==> src/rtl/boot_pkg.sv <==
// Shared types for the boot configuration loader.
// Assumes: nothing beyond IEEE 1800-2017.
package boot_pkg;
    // Bus operations the byte sequencer hands to the bit engine
    typedef enum logic [1:0] {
        OP_START = 2'd0,   // START or repeated START
        OP_STOP  = 2'd1,
        OP_WRITE = 2'd2,   // master drives one bit
        OP_READ  = 2'd3    // master releases SDA and samples
    } bus_op_e;

    // Byte-level states of the sequencer
    typedef enum logic [3:0] {
        S_IDLE, S_OFF, S_START, S_DEVW, S_WADDR,
        S_RSTART, S_DEVR, S_RDATA, S_STOP, S_FIN, S_ERR
    } seq_st_e;

    localparam logic [3:0] DEV_TYPE = 4'b1010;
endpackage

==> src/rtl/boot_tick.sv <==
// Quarter-period tick generator: one-cycle pulse every DIV clocks.
// Assumes: DIV >= 2.
module boot_tick #(
    parameter int DIV = 313
) (
    input  logic clk,
    input  logic rst_n,
    output logic tick
);
    localparam int CW = $clog2(DIV);

    logic [CW-1:0] cnt;

    assign tick = (cnt == CW'(DIV - 1));

    // Free-running modulo-DIV counter
    always_ff @(posedge clk) begin
        if (!rst_n)    cnt <= '0;
        else if (tick) cnt <= '0;
        else           cnt <= cnt + 1'b1;
    end
endmodule

==> src/rtl/boot_bitphy.sv <==
// Bit engine: runs one bus operation over four quarter ticks.
// Quarter 0: SCL low. Quarter 1: SDA update. Quarters 2 and 3: SCL high.
// The line is sampled on entry to quarter 3. START and STOP edges land there too.
// Pulses op_done on entry to quarter 3. The next operation starts at the
// following tick if op_valid is high; otherwise the lines hold.
// Assumes: op/op_bit change at least one cycle before the next tick.
module boot_bitphy
    import boot_pkg::*;
(
    input  logic    clk,
    input  logic    rst_n,
    input  logic    tick,
    input  logic    op_valid,
    input  bus_op_e op,
    input  logic    op_bit,
    input  logic    sda_in,
    output logic    op_done,
    output logic    rx_bit,
    output logic    scl_oe,
    output logic    sda_oe
);
    logic    active;
    logic [1:0] phase;
    bus_op_e cur_op;
    logic    cur_bit;

    // Quarter-phase sequencing of SCL and SDA drive
    always_ff @(posedge clk) begin
        if (!rst_n) begin
            active  <= 1'b0;
            phase   <= 2'd0;
            cur_op  <= OP_START;
            cur_bit <= 1'b0;
            op_done <= 1'b0;
            rx_bit  <= 1'b0;
            scl_oe  <= 1'b0;
            sda_oe  <= 1'b0;
        end else begin
            op_done <= 1'b0;
            if (tick) begin
                if (active && phase != 2'd3) begin
                    phase <= phase + 2'd1;
                    case (phase)
                        2'd0: begin
                            case (cur_op)
                                OP_START: sda_oe <= 1'b0;
                                OP_STOP:  sda_oe <= 1'b1;
                                OP_WRITE: sda_oe <= ~cur_bit;
                                default:  sda_oe <= 1'b0;
                            endcase
                        end
                        2'd1: scl_oe <= 1'b0;
                        default: begin
                            rx_bit  <= sda_in;
                            op_done <= 1'b1;
                            if (cur_op == OP_START)     sda_oe <= 1'b1;
                            else if (cur_op == OP_STOP) sda_oe <= 1'b0;
                        end
                    endcase
                end else if (op_valid) begin
                    active  <= 1'b1;
                    phase   <= 2'd0;
                    cur_op  <= op;
                    cur_bit <= op_bit;
                    scl_oe  <= 1'b1;
                end else begin
                    active <= 1'b0;
                end
            end
        end
    end
endmodule

==> src/rtl/boot_seq.sv <==
// Byte sequencer: walks through the blocks, builds device and address bytes,
// assembles read bytes and emits register writes.
// Assumes: op_done is a one-cycle pulse, rx_bit is valid with it, BLK_BITS <= 3.
module boot_seq
    import boot_pkg::*;
#(
    parameter int BLK_BITS = 1
) (
    input  logic                  clk,
    input  logic                  rst_n,
    input  logic                  boot_en,
    input  logic                  op_done,
    input  logic                  rx_bit,
    output logic                  op_valid,
    output bus_op_e               op,
    output logic                  op_bit,
    output logic                  wr_en,
    output logic [8+BLK_BITS-1:0] wr_addr,
    output logic [7:0]            wr_data,
    output logic                  busy,
    output logic                  done,
    output logic                  error
);
    seq_st_e             st;
    logic [3:0]          idx;
    logic [7:0]          bcnt;
    logic [BLK_BITS-1:0] blk;
    logic [7:0]          shreg;
    logic [7:0]          tx_byte;
    logic                last_byte;
    logic                last_blk;

    assign last_byte = (bcnt == 8'hFF);
    assign last_blk  = (blk == {BLK_BITS{1'b1}});
    assign busy      = (st != S_OFF) && (st != S_FIN) && (st != S_ERR);
    assign done      = (st == S_FIN);
    assign error     = (st == S_ERR);

    // Byte sent in the current write state
    always_comb begin
        case (st)
            S_DEVW:  tx_byte = {DEV_TYPE, 3'(blk), 1'b0};
            S_DEVR:  tx_byte = {DEV_TYPE, 3'(blk), 1'b1};
            default: tx_byte = 8'h00;
        endcase
    end

    // Next bus operation from state and bit index
    always_comb begin
        op_valid = 1'b1;
        op       = OP_WRITE;
        op_bit   = 1'b0;
        case (st)
            S_START, S_RSTART: op = OP_START;
            S_STOP:            op = OP_STOP;
            S_DEVW, S_WADDR, S_DEVR: begin
                if (idx == 4'd8) op = OP_READ;
                else             op_bit = tx_byte[3'd7 - idx[2:0]];
            end
            S_RDATA: begin
                if (idx == 4'd8) op_bit = last_byte;   // NACK on last byte
                else             op = OP_READ;
            end
            default: op_valid = 1'b0;
        endcase
    end

    // State advance on each completed bus operation
    always_ff @(posedge clk) begin
        if (!rst_n) begin
            st      <= S_IDLE;
            idx     <= 4'd0;
            bcnt    <= 8'd0;
            blk     <= '0;
            shreg   <= 8'd0;
            wr_en   <= 1'b0;
            wr_addr <= '0;
            wr_data <= 8'd0;
        end else begin
            wr_en <= 1'b0;
            case (st)
                S_IDLE: st <= boot_en ? S_START : S_OFF;
                S_START: if (op_done) begin
                    st  <= S_DEVW;
                    idx <= 4'd0;
                end
                S_RSTART: if (op_done) begin
                    st  <= S_DEVR;
                    idx <= 4'd0;
                end
                S_DEVW, S_WADDR, S_DEVR: if (op_done) begin
                    if (idx != 4'd8) begin
                        idx <= idx + 4'd1;
                    end else if (rx_bit) begin
                        st <= S_ERR;
                    end else begin
                        idx <= 4'd0;
                        if (st == S_DEVW)       st <= S_WADDR;
                        else if (st == S_WADDR) st <= S_RSTART;
                        else begin
                            st   <= S_RDATA;
                            bcnt <= 8'd0;
                        end
                    end
                end
                S_RDATA: if (op_done) begin
                    if (idx != 4'd8) begin
                        shreg <= {shreg[6:0], rx_bit};
                        idx   <= idx + 4'd1;
                        if (idx == 4'd7) begin
                            wr_en   <= 1'b1;
                            wr_addr <= {blk, bcnt};
                            wr_data <= {shreg[6:0], rx_bit};
                        end
                    end else begin
                        idx <= 4'd0;
                        if (last_byte) st <= S_STOP;
                        else           bcnt <= bcnt + 8'd1;
                    end
                end
                S_STOP: if (op_done) begin
                    if (last_blk) st <= S_FIN;
                    else begin
                        blk  <= blk + 1'b1;
                        bcnt <= 8'd0;
                        st   <= S_START;
                    end
                end
                default: ;
            endcase
        end
    end
endmodule

==> src/rtl/cfg_boot_loader.sv <==
// Top of the boot configuration loader: a tick divider, a bit engine and a
// byte sequencer. It copies the EEPROM image into the register map at reset.
// Assumes: sda_in is the wired-AND line, CLK_DIV >= 2, 1 <= BLK_BITS <= 3.
module cfg_boot_loader
    import boot_pkg::*;
#(
    parameter int CLK_DIV  = 313,
    parameter int BLK_BITS = 1
) (
    input  logic                  clk,
    input  logic                  rst_n,
    input  logic                  boot_en,
    input  logic                  sda_in,
    output logic                  scl_oe,
    output logic                  sda_oe,
    output logic                  reg_wr_en,
    output logic [8+BLK_BITS-1:0] reg_wr_addr,
    output logic [7:0]            reg_wr_data,
    output logic                  busy,
    output logic                  done,
    output logic                  error
);
    logic    tick;
    logic    op_valid;
    bus_op_e op;
    logic    op_bit;
    logic    op_done;
    logic    rx_bit;

    boot_tick #(.DIV(CLK_DIV)) u_tick (
        .clk   (clk),
        .rst_n (rst_n),
        .tick  (tick)
    );

    boot_bitphy u_phy (
        .clk      (clk),
        .rst_n    (rst_n),
        .tick     (tick),
        .op_valid (op_valid),
        .op       (op),
        .op_bit   (op_bit),
        .sda_in   (sda_in),
        .op_done  (op_done),
        .rx_bit   (rx_bit),
        .scl_oe   (scl_oe),
        .sda_oe   (sda_oe)
    );

    boot_seq #(.BLK_BITS(BLK_BITS)) u_seq (
        .clk      (clk),
        .rst_n    (rst_n),
        .boot_en  (boot_en),
        .op_done  (op_done),
        .rx_bit   (rx_bit),
        .op_valid (op_valid),
        .op       (op),
        .op_bit   (op_bit),
        .wr_en    (reg_wr_en),
        .wr_addr  (reg_wr_addr),
        .wr_data  (reg_wr_data),
        .busy     (busy),
        .done     (done),
        .error    (error)
    );
endmodule

==> config.mk <==
export PLATFORM = sky130hd
export DESIGN_NAME = cfg_boot_loader
export DESIGN_NICKNAME = d
export VERILOG_FILES = /design/src/rtl/boot_pkg.sv /design/src/rtl/boot_tick.sv /design/src/rtl/boot_bitphy.sv /design/src/rtl/boot_seq.sv /design/src/rtl/cfg_boot_loader.sv
export SDC_FILE = /design/constraint.sdc
export NUM_CORES = 1
export LEC_CHECK = 0
export CORE_MARGIN = 4
export CORE_UTILIZATION = 50
export CTS_CLUSTER_DIAMETER = 50
export DETAILED_ROUTE_END_ITERATION = 8
export GPL_TIMING_DRIVEN = 0
export PLACE_DENSITY_LB_ADDON = 0.15
export SETUP_SLACK_MARGIN = 0.5
export SYNTH_ARGS = -nofsm -noshare
export SYNTH_HDL_FRONTEND = slang
export SYNTH_HIERARCHICAL = 1
export SYNTH_SLANG_ARGS = --single-unit
==> constraint.sdc <==
create_clock -name clk -period 2.59 [get_ports clk]
set_input_delay 0.6475 -clock clk [delete_from_list [all_inputs] [get_ports clk]]
set_output_delay 0.6475 -clock clk [all_outputs]
set_load 0.05 [all_outputs]
==> flow_summary_export.csv, run 1 <==
group,metric,value,unit
routing,vias,2853,
synthesis,ys.flop_type,"dfxtp_1",
worst_setup_path,critPathRequiredTime,1940,ps
floorplan,ios,27,
power,p_seq_share,40.2,%
routing,first_pass_iters,5,
synthesis,syn_area_per_cell,8.45,sq um
global_routing,first_global_vias,2689,
routing,postRouteAntennaNets,0,
worst_setup_path,cp_max_fo,10,
clocking,clk_latency,350,ps
clocking,cts_max_level,3,
clocking,clockRootBuffer,"clkbuf_8",
floorplan,rows,28,
placement,port_buffers,26,
routing,avgViaCountPerCell,5.59,
timing,fmax,0.478,GHz
floorplan,start_util,53.0,%
power,clockPowerShare,30.0,%
worst_setup_path,cp_data_arrival_time,1450,ps
power,p_sw,0.830,mW
layout,nets,445,
routing,wl,7090,microns
timing,worst_clock_skew,8.21,ps
worst_setup_path,cp_cell_sequence,"buf_4 -> clkbuf_8 -> mux2i_1 -> or2_4 -> buf_8",
synthesis,netlist_area,3210,sq um
floorplan,die_w,88.1,microns
timing,whs,450,ps
routing,post_drt_wl_per_cell,13.9,microns
floorplan,fp.dieArea,7760,sq um
clocking,cts_tree,"yes",
global_routing,overflow,0,
min_path,hold_path.class,"reg2reg",
power,switching_share,33.5,%
worst_setup_path,path_class,"reg2out",
synthesis,synth-seq-cells,61,
timing,finalCriticalPeriod,2090,ps
timing,slew_headroom,58.7,%
placement,post_dp_cell_area,3560,sq um
layout,syn_to_final_growth,21.2,%
routing,drc,0,
layout,final_layout_size_suffix_gt1_share,19.8,%
clocking,clockBufferDepth,2,
synthesis,synth_cells,380,
synthesis,synth_cell_types,71,
global_routing,grt_pass1_wl,12200,microns
global_routing,antenna_found_initial,0,
floorplan,die_h,88.1,microns
routing,drt_iter0_drc,151,
clocking,clkTransAtPathRegs,70,ps
layout,fillers,565,
synthesis,synth_edf_count,0,
timing,report.final.setup_viol,0,
timing,maxSlewViolCount,0,
worst_setup_path,cpMaxStageDelayCell,"dfxtp_1",
clocking,cts_buffers,9,
power,power,2.48,mW
placement,dp_hpwl,5010,microns
placement,gp_congestion,0.917,
outcome,status,"complete, no violations",
floorplan,core_area,6060,sq um
power,ir_worst_vdd,0.000428,V
timing,hold_viol_final,0,
power,power.density,636,nW/um^2
synthesis,ys_async_sr_fraction,0,%
power,p_int,1.65,mW
layout,fin_area,3890,sq um
global_routing,grt_max_degree,13,
clocking,clock-sinks,61,
synthesis,yosys_warnings,6,
power,p_leak,1.57,nW
worst_setup_path,startpoint_type,"flip-flop",
flow_run,cap_viol_max_count,0,
worst_setup_path,critPathCaptureType,"output port",
timing,tightest_slew,613,ps
power,comb_power_share,29.8,%
global_routing,track_usage,19.7,%
layout,diodes,0,
timing,min_period_over_period,80.8,%
timing,rsz0062_at_grt,"yes",
synthesis,synth_seq_area_share,38.1,%
synthesis,synth_fp_nets,395,
layout,final_util,64.2,%
worst_setup_path,critical_path.max_stage_delay,300,ps
timing,finalSetupTns,0,ps
-- worst max-delay path: cells and delay by family (launching register included) --
| kind | cells | cell delay (ps) |
|---|---|---|
| buf+inv | 3 | 460 |
| flops | 1 | 300 |
| mux | 1 | 110 |
| simple gates | 1 | 230 |
-- layout by cell type (no fill, tap or decap), types with 4 or more instances in the layout --
cell type and count:
a21boi_0 5, buf_2 5, nand4_1 7, o221a_2 4, buf_4 20, a21boi_1 4, ha_1 11, nor2_1 22
dlygate4sd2_1 20, a21oi_1 32, nor3_1 9, nand2b_1 6, nand2_1 57, clkbuf_8 10, mux2i_1 10, nand3_1 18
inv_1 17, dfxtp_1 59, o21ai_0 15, buf_6 5
-- cell families (layout without fill, tap and decap cells) --
family	Yosys count	after routing	synth area share, %
flops	61	61	38.1
simple gates	155	155	25.7
mux	13	13	4.17
fa+ha+maj	11	11	4.29
buf+inv	41	96	6.20
compound gates	95	95	20.5
xor+xnor	4	4	1.09
-- flip-flops by register name (all words and copies together) (netlist names), 2 cells and up --
| signal | count |
|---|---|
| u_seq/wr_addr | 9 |
| u_tick/cnt | 9 |
| u_seq/bcnt | 8 |
| u_seq/wr_data | 8 |
| u_seq/shreg | 7 |
| u_seq/idx | 4 |
| u_seq/st | 4 |
| u_phy/cur_op | 2 |
| u_phy/phase | 2 |
-- synthesized netlist by cell type, types with 2 or more instances --
master,number,share of area (%)
a211oi_1,3,0.70
a21boi_0,5,1.2
a21boi_1,4,0.94
a21oi_1,32,5.0
a31oi_1,2,0.39
and3_1,2,0.39
and3_2,2,0.47
and3b_1,2,0.55
buf_2,9,1.4
buf_4,3,0.70
buf_6,3,1.1
clkbuf_1,8,0.94
dfxtp_1,61,38
ha_1,11,4.3
inv_1,17,2.0
mux2_2,3,1.1
mux2i_1,10,3.1
nand2_1,58,6.8
nand2b_1,6,1.2
nand3_1,18,2.8
nand3b_1,2,0.47
nand4_1,7,1.4
nor2_1,22,2.6
nor2b_1,2,0.39
nor3_1,9,1.4
nor4b_1,2,0.55
o211ai_1,2,0.47
o21a_1,3,0.70
o21ai_0,16,2.5
o221a_2,4,1.4
o311ai_0,3,0.82
o31ai_1,2,0.47
o32ai_1,2,0.55
or2_2,4,0.78
or3_1,3,0.58
xnor2_1,3,0.82
-- metal layers --
layer,part of all wire (%),vias to the layer above,global-route usage [%]
met5,0,-,0
met4,1.1,0,6.59
met3,6.0,8,5.83
met2,44,86,30.4
met1,48,1309,26.3
li1,-,1450,-
-- path summary, 6_finish.rpt --
path | from | to | slack [ps] | cells past startpoint
setup / recovery | u_seq/st[1]$_SDFFE_PN0P_ | busy | 500 | 5
hold / removal | u_seq/wr_addr[6]$_SDFFE_PN0P_ | u_seq/wr_addr[6]$_SDFFE_PN0P_ | 450 | 2
setup reg to reg | u_seq/st[3]$_SDFFE_PN0P_ | u_seq/bcnt[4]$_SDFFE_PN0P_ | 540 | 10
hold reg to reg | u_seq/wr_addr[6]$_SDFFE_PN0P_ | u_seq/wr_addr[6]$_SDFFE_PN0P_ | 450 | 2
-- per-stage QoR --
stage               std cells  setup WS, ps
CTS                       502           415
global placement          481          37.5
detailed placement        481          31.8
floorplan                 380           706
global route              510           429
finish                    510           497
-- power groups by stage --
stage / Clock [mW] / Combinational [mW] / Sequential (mW)
after global placement: 0 / 0.587 / 1.01
final: 0.742 / 0.739 / 0.995
after floorplan: 0 / 0.465 / 1.01
after global routing: 0.812 / 0.801 / 0.999
after CTS: 0.770 / 0.684 / 0.991
after detailed placement: 0 / 0.599 / 1.01
-- cell type report --
type                            count  area (sq um)  share of cell area (%)
Inverter                           17          63.8                    1.64
Clock inverter                      7          50.0                    1.29
Multi-Input combinational cell    278          1830                    47.1
Clock buffer                        9           124                    3.18
Sequential cell                    61          1220                    31.4
Tap cell                           75          93.8                    2.41
Buffer                             24           170                    4.37
Timing Repair Buffer               39           333                    8.55
-- timing repair --
item                                    in CTS  in global routing
hold buffers                                 0                  0
pin swaps                                    0                  3
gates resized for setup                     52                 16
endpoints found under the setup margin      27                 34
buffers inserted                             5                  8
No activity file was read; power rests on OpenSTA's default activity.
==> inputs of run 2 (changes only) <==
- clock period: 2.59 -> 2.1 ns (I/O delays scaled with it)
==> flow_summary_export.csv, run 2 (synthesized netlist as in run 1, its figures left out) <==
group,metric,value,unit
clocking,cts_buffers,9,
power,p_leak,1.88,nW
layout,mostFrequentLayoutCells,"dfxtp_1, buf_4, nand2_1",
timing,slew_headroom,51.4,%
routing,vias,3140,
flow_run,cap_viol_max_count,0,
timing,report.final.setup_viol,0,
layout,final_layout_size_suffix_gt1_share,46.9,%
layout,syn_to_final_growth,45.2,%
clocking,clockBufferDepth,2,
layout,diodes,0,
worst_setup_path,cp_max_fo,4,
global_routing,antenna_found_initial,0,
global_routing,first_global_vias,3055,
floorplan,die_h,88.1,microns
placement,gp_congestion,0.873,
worst_setup_path,critPathRequiredTime,1570,ps
global_routing,track_usage,23.0,%
outcome,status,"complete, no violations",
floorplan,ios,27,
worst_setup_path,critPathCaptureType,"output port",
timing,fmax,0.505,GHz
worst_setup_path,path_class,"reg2out",
timing,setup_ws,120,ps
routing,postRouteAntennaNets,0,
timing,tightest_slew,729,ps
placement,dpl_worst_slack,-256,ps
timing,min_period_over_period,94.3,%
clocking,clock-sinks,61,
layout,largest_registers,"u_seq/wr_addr (9), u_tick/cnt (9)",
min_path,hold_path.class,"reg2reg",
layout,seqCellArea,1240,sq um
global_routing,grt_max_degree,13,
floorplan,fp.dieArea,7760,sq um
layout,nets,481,
floorplan,start_util,53.0,%
placement,dp_hpwl,4990,microns
layout,final_util,76.9,%
timing,maxSlewViolCount,0,
clocking,clkTransAtPathRegs,70,ps
global_routing,grt_pass1_wl,13800,microns
global_routing,gr-usage-met1,27.3,%
clocking,clockRootBuffer,"clkbuf_8",
timing,hold_viol_final,0,
floorplan,core_area,6060,sq um
clocking,cts_max_level,3,
routing,drt_iter0_drc,257,
global_routing,grt-busiest-layer,"met2",
floorplan,die_w,88.1,microns
floorplan,rows,28,
global_routing,gr-usage-met3,6.40,%
clocking,cts_tree,"yes",
routing,wl,8900,microns
timing,worst_clock_skew,11.7,ps
timing,finalCriticalPeriod,1980,ps
worst_setup_path,cp_data_arrival_time,1460,ps
global_routing,met2_usage,38.2,%
routing,first_pass_iters,6,
worst_setup_path,startpoint_type,"flip-flop",
power,power.density,788,nW/um^2
placement,port_buffers,26,
routing,drc,0,
layout,fillers,389,
routing,post_drt_wl_per_cell,16.3,microns
layout,layout_commonest_cell,"dfxtp_1",
clocking,clk_latency,350,ps
global_routing,overflow,0,
routing,avgViaCountPerCell,5.75,
layout,multi_input_comb_area,2200,sq um
timing,rsz0062_at_grt,"yes",
power,ir_worst_vdd,0.000659,V
==> run 2: changes by cell type in the layout (fill, tap and decap cells not counted), moves of 7 or more <==
cell and delta:
a21oi_1 -14, a21oi_2 +14, buf_2 +15, buf_4 +17, buf_6 +18, dfxtp_1 -7
dlygate4sd2_1 -19, nand2_1 -25, nand2_2 +22
==> run 2: final timing paths <==
| path | startpoint | to | slack [ps] | depth (start not counted) |
|---|---|---|---|---|
| min | u_tick/cnt[0]$_SDFF_PP0_ | u_tick/cnt[0]$_SDFF_PP0_ | 440 | 1 |
| max reg2reg | u_seq/st[1]$_SDFFE_PN0P_ | u_seq/bcnt[7]$_SDFFE_PN0P_ | 140 | 8 |
| min reg2reg | u_tick/cnt[0]$_SDFF_PP0_ | u_tick/cnt[0]$_SDFF_PP0_ | 440 | 1 |
| max | u_seq/st[3]$_SDFFE_PN0P_ | busy | 120 | 6 |
==> run 2: final cells by class <==
type / count / share of cell area (%)
multi-input combinational: 278 / 47.2
sequential: 61 / 26.6
timing repair buffer: 75 / 13.3
buffer: 24 / 4.99
clock buffer: 10 / 2.95
tap: 75 / 2.01
clock inverter: 6 / 1.50
inverter: 17 / 1.42
==> run 2: worst max-delay path, stage by stage, from the launching register on <==
cell	delay [ps]
dfxtp_2	340
buf_6	100
nor2b_4	120
buf_6	110
mux2i_1	60
or2_4	230
buf_8	150
==> run 2: metal layers <==
layer  vias up  share of wire [%]
li1       1535                  -
met1      1478                 43
met2       107                 49
met3        20                5.6
met4         0                2.4
met5         -                  0
==> run 2: where the power goes <==
group,total (mW),switching (mW),leakage (nW),internal [mW]
logic,1.35,0.708,1.27,0.642
registers,1.24,0.0368,0.497,1.20
clock network,1.08,0.493,0.107,0.590
total,3.67,1.24,1.88,2.43
==> run 2: per-stage QoR <==
stage          TNS, ps  area [sq um]  instances  total power, mW  hold WS (ps)
2_1_floorplan        0          3280        380             1.84           426
3_3_place_gp     -5160          3630        481             2.00           438
3_5_place_dp     -5910          3630        481             2.00           447
4_1_cts              0          4510        538             3.53           462
5_1_grt              0          4660        546             3.83           466
6_report             0          4660        546             3.67           438
==> run 2: what timing repair did <==
| action | 4_1_cts | 5_1_grt |
|---|---|---|
| setup endpoints to repair | 73 | 69 |
| setup buffers | 40 | 7 |
| pin swaps | 30 | 22 |
| hold buffers | 0 | 0 |
| resized for setup | 177 | 87 |
| cloned | 1 | 1 |
==> inputs of run 3 (changes only) <==
- SLEW_MARGIN: unset -> 20
==> results of run 3 <==
Final layout, timing and power as in run 2 (identical DEF).
